## config.mk

```make
export PLATFORM = sky130hd
export DESIGN_NAME = inband_mapper
export DESIGN_NICKNAME = d
export VERILOG_FILES = /design/src/rtl/inband_map_pkg.sv /design/src/rtl/inband_map_dec.sv /design/src/rtl/inband_map_const.sv /design/src/rtl/inband_map_skid.sv /design/src/rtl/inband_mapper.sv
export SDC_FILE = /design/constraint.sdc
export NUM_CORES = 1
export LEC_CHECK = 0
export ABC_CLOCK_PERIOD_IN_PS = 2800
export BUFFER_PORTS_ARGS = -buffer_cell sky130_fd_sc_hd__buf_2
export CAP_MARGIN = 0
export CELL_PAD_IN_SITES_DETAIL_PLACEMENT = 1
export CELL_PAD_IN_SITES_GLOBAL_PLACEMENT = 1
export CORE_AREA = 4 4 86 88
export CTS_BUF_LIST = sky130_fd_sc_hd__clkbuf_16
export DETAILED_ROUTE_END_ITERATION = 10
export DIE_AREA = 0 0 90 92
export GPL_ROUTABILITY_DRIVEN = 0
export PLACE_DENSITY = 0.64
export SYNTH_ARGS = -nofsm -noshare
export SYNTH_HDL_FRONTEND = slang
export SYNTH_SLANG_ARGS = --single-unit
```

## constraint.sdc

```tcl
create_clock -name clk -period 2.8 [get_ports clk]
set_input_delay 0.56 -clock clk [delete_from_list [all_inputs] [get_ports clk]]
set_output_delay 0.56 -clock clk [all_outputs]
set_load 0.05 [all_outputs]
```

## src/rtl/inband_map_pkg.sv

```systemverilog
package inband_map_pkg;

  localparam int WORD_W = 8;
  localparam int BITS_W = 4;
  localparam int CNT_W  = 3;

  typedef enum logic [1:0] {
    MOD_BPSK  = 2'b00,
    MOD_QPSK  = 2'b01,
    MOD_QAM16 = 2'b10
  } mod_e;

  // token class that selects a modulation
  localparam logic [1:0] TOK_CLASS_MOD = 2'b10;

  function automatic logic [CNT_W-1:0] bits_for(input mod_e m);
    case (m)
      MOD_BPSK:  bits_for = CNT_W'(1);
      MOD_QPSK:  bits_for = CNT_W'(2);
      MOD_QAM16: bits_for = CNT_W'(4);
      default:   bits_for = CNT_W'(0);
    endcase
  endfunction

endpackage

```

## src/rtl/inband_map_dec.sv

```systemverilog
module inband_map_dec
  import inband_map_pkg::*;
(
  input  logic              is_ctrl,
  input  logic [WORD_W-1:0] word,
  output logic              is_mod_tok,
  output mod_e              mod_sel,
  output logic [BITS_W-1:0] data_bits,
  output logic [CNT_W-1:0]  data_cnt
);

  logic [1:0] code;

  always_comb begin
    code       = word[1:0];
    is_mod_tok = is_ctrl && (word[7:6] == TOK_CLASS_MOD) && (code != 2'b11);
    mod_sel    = mod_e'(code);
    data_bits  = word[BITS_W-1:0];
    data_cnt   = word[BITS_W +: CNT_W];
  end

endmodule

```

## src/rtl/inband_map_const.sv

```systemverilog
module inband_map_const
  import inband_map_pkg::*;
#(
  parameter int SW       = 8,
  parameter int AMP_BPSK = 64,
  parameter int AMP_QPSK = 45,
  parameter int AMP_QAM  = 21
) (
  input  mod_e                   mode,
  input  logic [BITS_W-1:0]      bits,
  output logic signed [SW-1:0]   pt_i,
  output logic signed [SW-1:0]   pt_q
);

  localparam logic signed [SW-1:0] LV_B  = SW'(AMP_BPSK);
  localparam logic signed [SW-1:0] LV_Q  = SW'(AMP_QPSK);
  localparam logic signed [SW-1:0] LV_IN = SW'(AMP_QAM);
  localparam logic signed [SW-1:0] LV_OU = SW'(3 * AMP_QAM);

  // Gray pair: first bit gives sign, second bit picks the inner ring
  function automatic logic signed [SW-1:0] qam_axis(input logic b_sign, input logic b_inner);
    logic signed [SW-1:0] mag;
    mag = b_inner ? LV_IN : LV_OU;
    qam_axis = b_sign ? mag : -mag;
  endfunction

  always_comb begin
    pt_i = '0;
    pt_q = '0;
    case (mode)
      MOD_BPSK: begin
        pt_i = bits[0] ? LV_B : -LV_B;
      end
      MOD_QPSK: begin
        pt_i = bits[0] ? LV_Q : -LV_Q;
        pt_q = bits[1] ? LV_Q : -LV_Q;
      end
      MOD_QAM16: begin
        pt_i = qam_axis(bits[0], bits[1]);
        pt_q = qam_axis(bits[2], bits[3]);
      end
      default: begin
        pt_i = '0;
        pt_q = '0;
      end
    endcase
  end

endmodule

```

## src/rtl/inband_map_skid.sv

```systemverilog
module inband_map_skid #(
  parameter int W     = 25,
  parameter int DEPTH = 2
) (
  input  logic         clk,
  input  logic         rst_n,
  input  logic         push,
  input  logic [W-1:0] din,
  output logic         full,
  input  logic         pop_ready,
  output logic         out_valid,
  output logic [W-1:0] dout
);

  localparam int PW = (DEPTH > 1) ? $clog2(DEPTH) : 1;
  localparam int CW = $clog2(DEPTH + 1);
  localparam logic [PW-1:0] LAST = PW'(DEPTH - 1);
  localparam logic [CW-1:0] CAP  = CW'(DEPTH);

  logic [W-1:0]  mem [DEPTH];
  logic [PW-1:0] wr_q, wr_d, rd_q, rd_d;
  logic [CW-1:0] cnt_q, cnt_d;
  logic          do_pop;

  always_comb begin
    full      = (cnt_q == CAP);
    out_valid = (cnt_q != '0);
    do_pop    = out_valid && pop_ready;
    dout      = mem[rd_q];
    wr_d      = push   ? ((wr_q == LAST) ? '0 : wr_q + PW'(1)) : wr_q;
    rd_d      = do_pop ? ((rd_q == LAST) ? '0 : rd_q + PW'(1)) : rd_q;
    cnt_d     = cnt_q + CW'(push) - CW'(do_pop);
  end

  always_ff @(posedge clk or negedge rst_n) begin
    if (!rst_n) begin
      wr_q  <= '0;
      rd_q  <= '0;
      cnt_q <= '0;
    end else begin
      wr_q  <= wr_d;
      rd_q  <= rd_d;
      cnt_q <= cnt_d;
    end
  end

  for (genvar g = 0; g < DEPTH; g++) begin : g_slot
    logic we;
    assign we = push && (wr_q == PW'(g));
    always_ff @(posedge clk) begin
      if (we) mem[g] <= din;
    end
  end

  assert_no_overflow_R8: assert property (@(posedge clk) disable iff (!rst_n)
    push |-> !full);

  assert_hold_stall_R8: assert property (@(posedge clk) disable iff (!rst_n)
    out_valid && !pop_ready |=> out_valid && $stable(dout));

endmodule

```

## src/rtl/inband_mapper.sv

```systemverilog
module inband_mapper
  import inband_map_pkg::*;
#(
  parameter int SW       = 8,
  parameter int DEPTH    = 2,
  parameter int AMP_BPSK = 64,
  parameter int AMP_QPSK = 45,
  parameter int AMP_QAM  = 21
) (
  input  logic                 clk,
  input  logic                 rst_ni,
  input  logic                 in_valid,
  output logic                 in_ready,
  input  logic                 in_is_ctrl,
  input  logic [WORD_W-1:0]    in_word,
  output logic                 out_valid,
  input  logic                 out_ready,
  output logic                 out_is_tok,
  output logic signed [SW-1:0] out_i,
  output logic signed [SW-1:0] out_q,
  output logic [WORD_W-1:0]    out_tok,
  output logic                 err_o
);

  localparam int EW = 1 + WORD_W + 2 * SW;

  // reset: asserted at once, released on a clock edge
  logic [1:0] rst_pipe;
  logic       rst_n;
  always_ff @(posedge clk or negedge rst_ni) begin
    if (!rst_ni) rst_pipe <= '0;
    else         rst_pipe <= {rst_pipe[0], 1'b1};
  end
  assign rst_n = rst_pipe[1];

  logic              is_mod_tok;
  mod_e              dec_mode;
  logic [BITS_W-1:0] data_bits;
  logic [CNT_W-1:0]  data_cnt;

  inband_map_dec u_dec (
    .is_ctrl    (in_is_ctrl),
    .word       (in_word),
    .is_mod_tok (is_mod_tok),
    .mod_sel    (dec_mode),
    .data_bits  (data_bits),
    .data_cnt   (data_cnt)
  );

  mod_e                 mode_q, mode_d;
  logic                 err_q, err_d;
  logic signed [SW-1:0] pt_i, pt_q;

  inband_map_const #(
    .SW       (SW),
    .AMP_BPSK (AMP_BPSK),
    .AMP_QPSK (AMP_QPSK),
    .AMP_QAM  (AMP_QAM)
  ) u_const (
    .mode (mode_q),
    .bits (data_bits),
    .pt_i (pt_i),
    .pt_q (pt_q)
  );

  logic          full, accept, mode_en, push;
  logic [EW-1:0] entry, head;

  always_comb begin
    in_ready = !full;
    accept   = in_valid && in_ready;
    mode_en  = accept && is_mod_tok;
    push     = accept && !is_mod_tok;
    mode_d   = dec_mode;
    err_d    = err_q || (accept && !in_is_ctrl && (data_cnt != bits_for(mode_q)));
    if (in_is_ctrl) entry = {1'b1, in_word, {(2 * SW){1'b0}}};
    else            entry = {1'b0, {WORD_W{1'b0}}, pt_i, pt_q};
  end

  always_ff @(posedge clk or negedge rst_n) begin
    if (!rst_n) begin
      mode_q <= MOD_BPSK;
      err_q  <= 1'b0;
    end else begin
      if (mode_en) mode_q <= mode_d;
      err_q <= err_d;
    end
  end

  inband_map_skid #(.W(EW), .DEPTH(DEPTH)) u_skid (
    .clk       (clk),
    .rst_n     (rst_n),
    .push      (push),
    .din       (entry),
    .full      (full),
    .pop_ready (out_ready),
    .out_valid (out_valid),
    .dout      (head)
  );

  always_comb begin
    out_is_tok = head[EW-1];
    out_tok    = head[2*SW +: WORD_W];
    out_i      = head[SW +: SW];
    out_q      = head[0 +: SW];
    err_o      = err_q;
  end

  assert_err_sticky_R10: assert property (@(posedge clk) disable iff (!rst_n)
    err_o |=> err_o);

  assert_ready_when_room_R9: assert property (@(posedge clk) disable iff (!rst_n)
    !in_ready |-> out_valid);

  assert_tok_no_point_R7: assert property (@(posedge clk) disable iff (!rst_n)
    out_valid && out_is_tok |-> (out_i == '0) && (out_q == '0));

  assert_mod_tok_silent_R2: assert property (@(posedge clk) disable iff (!rst_n)
    !out_valid && mode_en |=> !out_valid);

endmodule

```

==> flow_metrics.tcl, run 1 <==
set metrics [dict create \
    hpwl_um 3070 \
    antenna_cells 0 \
    total_power_mw 3.34 \
    reg2regPathDepth 5 \
    synth_flop_cell "edfxtp_1" \
    cts_sinks 51 \
    synth_warnings 0 \
    synth_area_per_cell_um2 15.0 \
    drive_gt1_share_pct 38.3 \
    muxShareOfSynthArea_pct 11.5 \
    cts_resized 0 \
    die_w_um 90 \
    crit_required_ns 2.24 \
    start_kind "flop" \
    synth_top_cell_by_area "edfxtp_1" \
    first_pass_iters 4 \
    grt_use_total_pct 10.8 \
    grt_max_degree 22 \
    ctsLongestPathBuffers 2 \
    synthTopCellsByArea "edfxtp_1, mux2_2, dfrtp_1" \
    finalMaxSlewViolations 0 \
    synthAdderAreaFrac_pct 4.44 \
    worst_setup_path_end_kind "output port" \
    port_buffers 40 \
    layout.nets 214 \
    start_util_pct 34.0 \
    grt_pass1_wl_um 7070 \
    post_cts_buffers 0 \
    cts_tree "built" \
    fin_crit_sh_pct 75.8 \
    nFillCells 683 \
    totalWireLength_um 4140 \
    overflow 0 \
    fp.dieArea_um2 8280 \
    antenna_found_initial 0 \
    cp_max_fo 21 \
    detail_route.vias_per_cell 4.70 \
    reg2reg_slack_ns 1.11 \
    ir_worst_vdd_mv 0.542 \
    yosys.area.top_type_share_pct 55.9 \
    cts-root-buf "clkbuf_16" \
    first_global_vias 1433 \
    synth_commonest_cells "edfxtp_1, mux2_2, dfrtp_1" \
    area_growth_syn_to_layout_pct 19.6 \
    cp_cell_sequence "buf_4 > mux2_2 > buf_2" \
    worst_ep_arrival_time_ns 1.56 \
    numCtsBuffers 5 \
    pin_count 41 \
    status "complete, no violations" \
    r2r_end "u_skid.cnt_q[1]" \
    ys_seq_area_share_pct 65.9 \
    yosys_register_bits 51 \
    post_drt_wl_per_cell_um 15.2 \
    timing.rr.start "u_skid.cnt_q[0]" \
    final.setup.tns_ns 0 \
    synth_nets 171 \
    hold_path.class "in -> async" \
    first_iter_violations 60 \
    synth_most_common_cell "edfxtp_1" \
    core.rowCount 30 \
    cts.hold.buffers_added 0 \
    async_reset_ff_share_pct 17.6 \
    synth_xor_area_share_pct 3.49 \
    synth_cell_types 29 \
    final.setup_skew_ns 0.00287 \
    die_y_um 92 \
    synth_enable_flop_cells 42 \
    hold_ws_ns 0.0544 \
    hold_viol 0 \
    cap_violations 0 \
    synthesis.area_um2 2260 \
    cp_slowest_stage_delay_ns 0.39 \
    synth_cells 150 \
    yosys.area_share.simple_pct 8.82 \
    slowest_stage "mux2_2" \
    htreeDepth 2 \
    dr_total_vias 1283 \
    setup_viol 0 \
    coreArea_um2 6640 \
    fin_crit_ns 2.12 \
    power_density_nw_per_um2 1240 \
    synth_compound_area_share_pct 2.77 \
    cellLeakagePower_nw 1.06 \
    path_clk_slew_ns 0.06 \
    crit_type "reg -> out" \
    clock_latency_ns 0.28 \
    grt_setup_unrepaired "no" \
    ant_nets 0 \
    synth_top_family_by_area "multiplexers" \
    max_freq_mhz 471 \
    drc_errors 0 \
]
[worst max-delay path: cells and delay by family, from the launching register on]
family                 cells  cell delay (ns)
DFF                        1             0.37
buffers and inverters      2             0.52
muxes                      1             0.39
[cell families after synthesis]
family                     after synthesis
buffers and inverters                   13
and+or+nand+nor                         35
other                                    1
muxes                                   23
adders and majority gates                8
AOI/OAI and AO/OA                       10
xor gates and xnor gates                 9
DFF                                     51
[power breakdown]
group / internal, mW / leakage, nW / switching [mW] / total (mW)
clock: 0.416 / 0.0759 / 0.243 / 0.659
sequential: 1.07 / 0.501 / 0.0750 / 1.14
combinational: 0.442 / 0.480 / 1.10 / 1.54
total: 1.93 / 1.06 / 1.41 / 3.34
[final cells by class]
type,instances,area (µm²),area share [%]
Clock buffer,5,125,4.64
Clock inverter,2,37.5,1.39
Inverter,6,22.5,0.835
Multi-Input combinational cell,86,703,26.1
Sequential cell,51,1490,55.1
Tap cell,80,100,3.71
Timing Repair Buffer,43,223,8.26
[registers in the layout, summed over array words and instances, names as in the netlist]
signal / cells
rst_pipe: 2
u_skid.wr_q: 1
err_o: 1
u_skid.rd_q: 1
mode_q: 2
u_skid.cnt_q: 2
u_skid.mem: 42
[metal layers]
metal	track usage [%]	up-vias	routed length (µm)
met5	0	-	0
met3	3.28	6	191
met1	12.5	630	1810
li1	-	618	-
met4	3.57	0	59
met2	19.0	29	2080
[how the worst max path moves through the flow]
stage                     from                end  slack [ns]  depth (start not counted)
2_1_floorplan  u_skid.cnt_q[0]  u_skid.mem[0][10]        0.32                          3
3_3_place_gp        in_word[0]   u_skid.mem[1][7]        0.69                          6
3_5_place_dp        in_word[0]   u_skid.mem[1][7]        0.59                          6
4_1_cts            u_skid.rd_q           out_i[7]        0.65                          3
5_1_grt            u_skid.rd_q           out_q[3]        0.61                          3
6_report           u_skid.rd_q         out_tok[1]        0.68                          3
[cell usage in the layout, fill, tap and decap left out, drive strengths merged, types with 2 or more instances in the layout]
master / instances
and2: 9
edfxtp: 42
ha: 8
nand3: 2
buf: 43
mux2: 23
nor2: 6
xor2: 4
nand2b: 4
inv: 6
nand2: 8
dfrtp: 9
xnor2: 5
a21oi: 6
a21boi: 2
clkbuf: 5
[per-stage QoR]
stage / utilization, % / area, µm² / std cells / worst slack (ns)
CTS: 40.6 / 2700 / 273 / 0.654
global route: 40.6 / 2700 / 273 / 0.608
global placement: 38.2 / 2530 / 266 / 0.687
detailed placement: 38.2 / 2530 / 266 / 0.594
finish: 40.6 / 2700 / 273 / 0.676
floorplan: - / 2260 / 150 / 0.318
No activity file was read; power rests on OpenSTA's default activity.
==> inputs of run 2 (changes only) <==
--- a/config.mk
+++ b/config.mk
@@ -5,7 +5,7 @@
 export SDC_FILE = /design/constraint.sdc
 export NUM_CORES = 1
 export LEC_CHECK = 0
-export ABC_CLOCK_PERIOD_IN_PS = 2800
+export ABC_CLOCK_PERIOD_IN_PS = 1900
 export BUFFER_PORTS_ARGS = -buffer_cell sky130_fd_sc_hd__buf_2
 export CAP_MARGIN = 0
 export CELL_PAD_IN_SITES_DETAIL_PLACEMENT = 1
@@ -15,7 +15,7 @@
 export DETAILED_ROUTE_END_ITERATION = 10
 export DIE_AREA = 0 0 90 92
 export GPL_ROUTABILITY_DRIVEN = 0
-export PLACE_DENSITY = 0.64
+export PLACE_DENSITY = 0.66
 export SYNTH_ARGS = -nofsm -noshare
 export SYNTH_HDL_FRONTEND = slang
 export SYNTH_SLANG_ARGS = --single-unit
==> constraint.sdc (replaced) <==
create_clock -name clk -period 1.9 [get_ports clk]
set_input_delay 0.38 -clock clk [delete_from_list [all_inputs] [get_ports clk]]
set_output_delay 0.38 -clock clk [all_outputs]
set_load 0.05 [all_outputs]
==> flow_metrics.tcl, run 2 (same netlist as run 1, synthesis figures left out) <==
set metrics [dict create \
    status "complete, no violations" \
    antenna_found_initial 0 \
    crit_type "reg -> out" \
    start_util_pct 34.0 \
    p_int_mw 2.82 \
    dr_total_vias 1287 \
    port_buffers 40 \
    setup_viol 0 \
    p_seq_share_pct 33.9 \
    cts_tree "built" \
    first_pass_iters 4 \
    multiInputGateArea_um2 721 \
    hpwl_um 3180 \
    slowest_stage "dfrtp_1" \
    grt_setup_unrepaired "no" \
    crit_required_ns 1.52 \
    overflow 0 \
    max_freq_mhz 549 \
    finalMaxSlewViolations 0 \
    area_growth_syn_to_layout_pct 23.3 \
    fin_area_um2 2780 \
    cts_sinks 51 \
    clkPwrFrac_pct 18.0 \
    clock_latency_ns 0.28 \
    pin_count 41 \
    totalWireLength_um 4250 \
    die_w_um 90 \
    hold_viol 0 \
    ant_nets 0 \
    worst_setup_path_end_kind "output port" \
    total_power_mw 4.97 \
    regMostFlops "u_skid.mem" \
    grt_use_total_pct 10.9 \
    fin_crit_sh_pct 95.8 \
    drc_errors 0 \
    post_drt_wl_per_cell_um 15.2 \
    cts_resized 0 \
    final_cell_mix "edfxtp_1, buf_2, mux2_2, dfrtp_1" \
    nFillCells 703 \
    p_comb_share_pct 48.1 \
    cp_cell_sequence "buf_12 > mux2_2 > buf_2" \
    cp_max_fo 21 \
    final.setup.tns_ns 0 \
    switching_share_pct 43.3 \
    antenna_cells 0 \
    drive_gt1_share_pct 41.2 \
    regArea_um2 1490 \
    ir_worst_vdd_mv 0.565 \
    cp_top_family "buffers and inverters" \
    layout_commonest_cell "edfxtp_1" \
    ctsLongestPathBuffers 2 \
    fin_crit_ns 1.82 \
    hold_path.class "reg -> async" \
    detail_route.vias_per_cell 4.61 \
    fp.dieArea_um2 8280 \
    layout.nets 219 \
    die_y_um 92 \
    grt_pass1_wl_um 6980 \
    cap_violations 0 \
    path_clk_slew_ns 0.07 \
    power_density_nw_per_um2 1790 \
    final.setup_skew_ns 0.00339 \
    place_area_um2 2610 \
    cp_slowest_stage_delay_ns 0.39 \
    numCtsBuffers 5 \
    cts-root-buf "clkbuf_16" \
    largest_reg_flops 42 \
    cellLeakagePower_nw 1.09 \
    htreeDepth 2 \
    grt_max_degree 22 \
    start_kind "flop" \
    p_switching_mw 2.15 \
    first_global_vias 1373 \
    coreArea_um2 6640 \
    worst_ep_arrival_time_ns 1.44 \
    core.rowCount 30 \
    critPathBufInv 2 \
    first_iter_violations 36 \
]
-- run 2: cell type report --
type | instances | area share, %
multi-input combinational | 86 | 25.9
clock inverter | 3 | 0.945
sequential | 51 | 53.4
clock buffer | 5 | 4.50
tap | 80 | 3.60
timing repair buffer | 48 | 10.8
inverter | 6 | 0.810
-- run 2: power groups by stage --
stage                     logic (mW)  clock network [mW]  registers, mW
after floorplan                 1.89                   0           1.68
final                           2.39               0.893           1.69
after CTS                       2.42               0.920           1.69
after global routing            2.56               0.974           1.72
after detailed placement        2.41                   0           1.72
after global placement          2.39                   0           1.71
-- run 2: per-layer routing --
metal | track usage, % | share of wire (%) | vias up
li1 | - | - | 623
met1 | 13.1 | 43 | 631
met2 | 18.9 | 52 | 29
met3 | 3.12 | 4.8 | 4
met4 | 3.44 | 0.75 | 0
met5 | 0 | 0 | -
-- run 2: path summary, 6_finish.rpt --
kind / from / end / slack (ns) / depth (start not counted)
worst max register to register: u_skid.cnt_q[1] / u_skid.cnt_q[1] / 0.21 / 5
max in group asynchronous: rst_ni / rst_pipe[0] / 1.40 / 2
min in group clk: rst_pipe[0] / rst_pipe[1] / 0.36 / 0
worst min register to register: rst_pipe[1] / u_skid.wr_q / 0.13 / 0
worst max-delay path: u_skid.rd_q / out_tok[1] / 0.08 / 3
worst min-delay path: rst_pipe[1] / u_skid.wr_q / 0.13 / 0
-- run 2: metrics by stage --
| stage | util (%) | setup slack [ns] | hold slack, ns | cells |
|---|---|---|---|---|
| 2_1_floorplan | - | 0.103 | 0.0815 | 150 |
| 3_3_place_gp | 39.3 | 0.136 | 0.134 | 269 |
| 3_5_place_dp | 39.3 | 0.0838 | 0.144 | 269 |
| 4_1_cts | 41.8 | 0.0338 | 0.148 | 278 |
| 5_1_grt | 41.9 | 0.0212 | 0.164 | 279 |
| 6_report | 41.9 | 0.0800 | 0.129 | 279 |
-- run 2: timing repair --
item	CTS	global route
endpoints found under the setup margin	0	8
hold buffers	1	0
hold endpoints to repair	2	0
buffers inserted	0	1
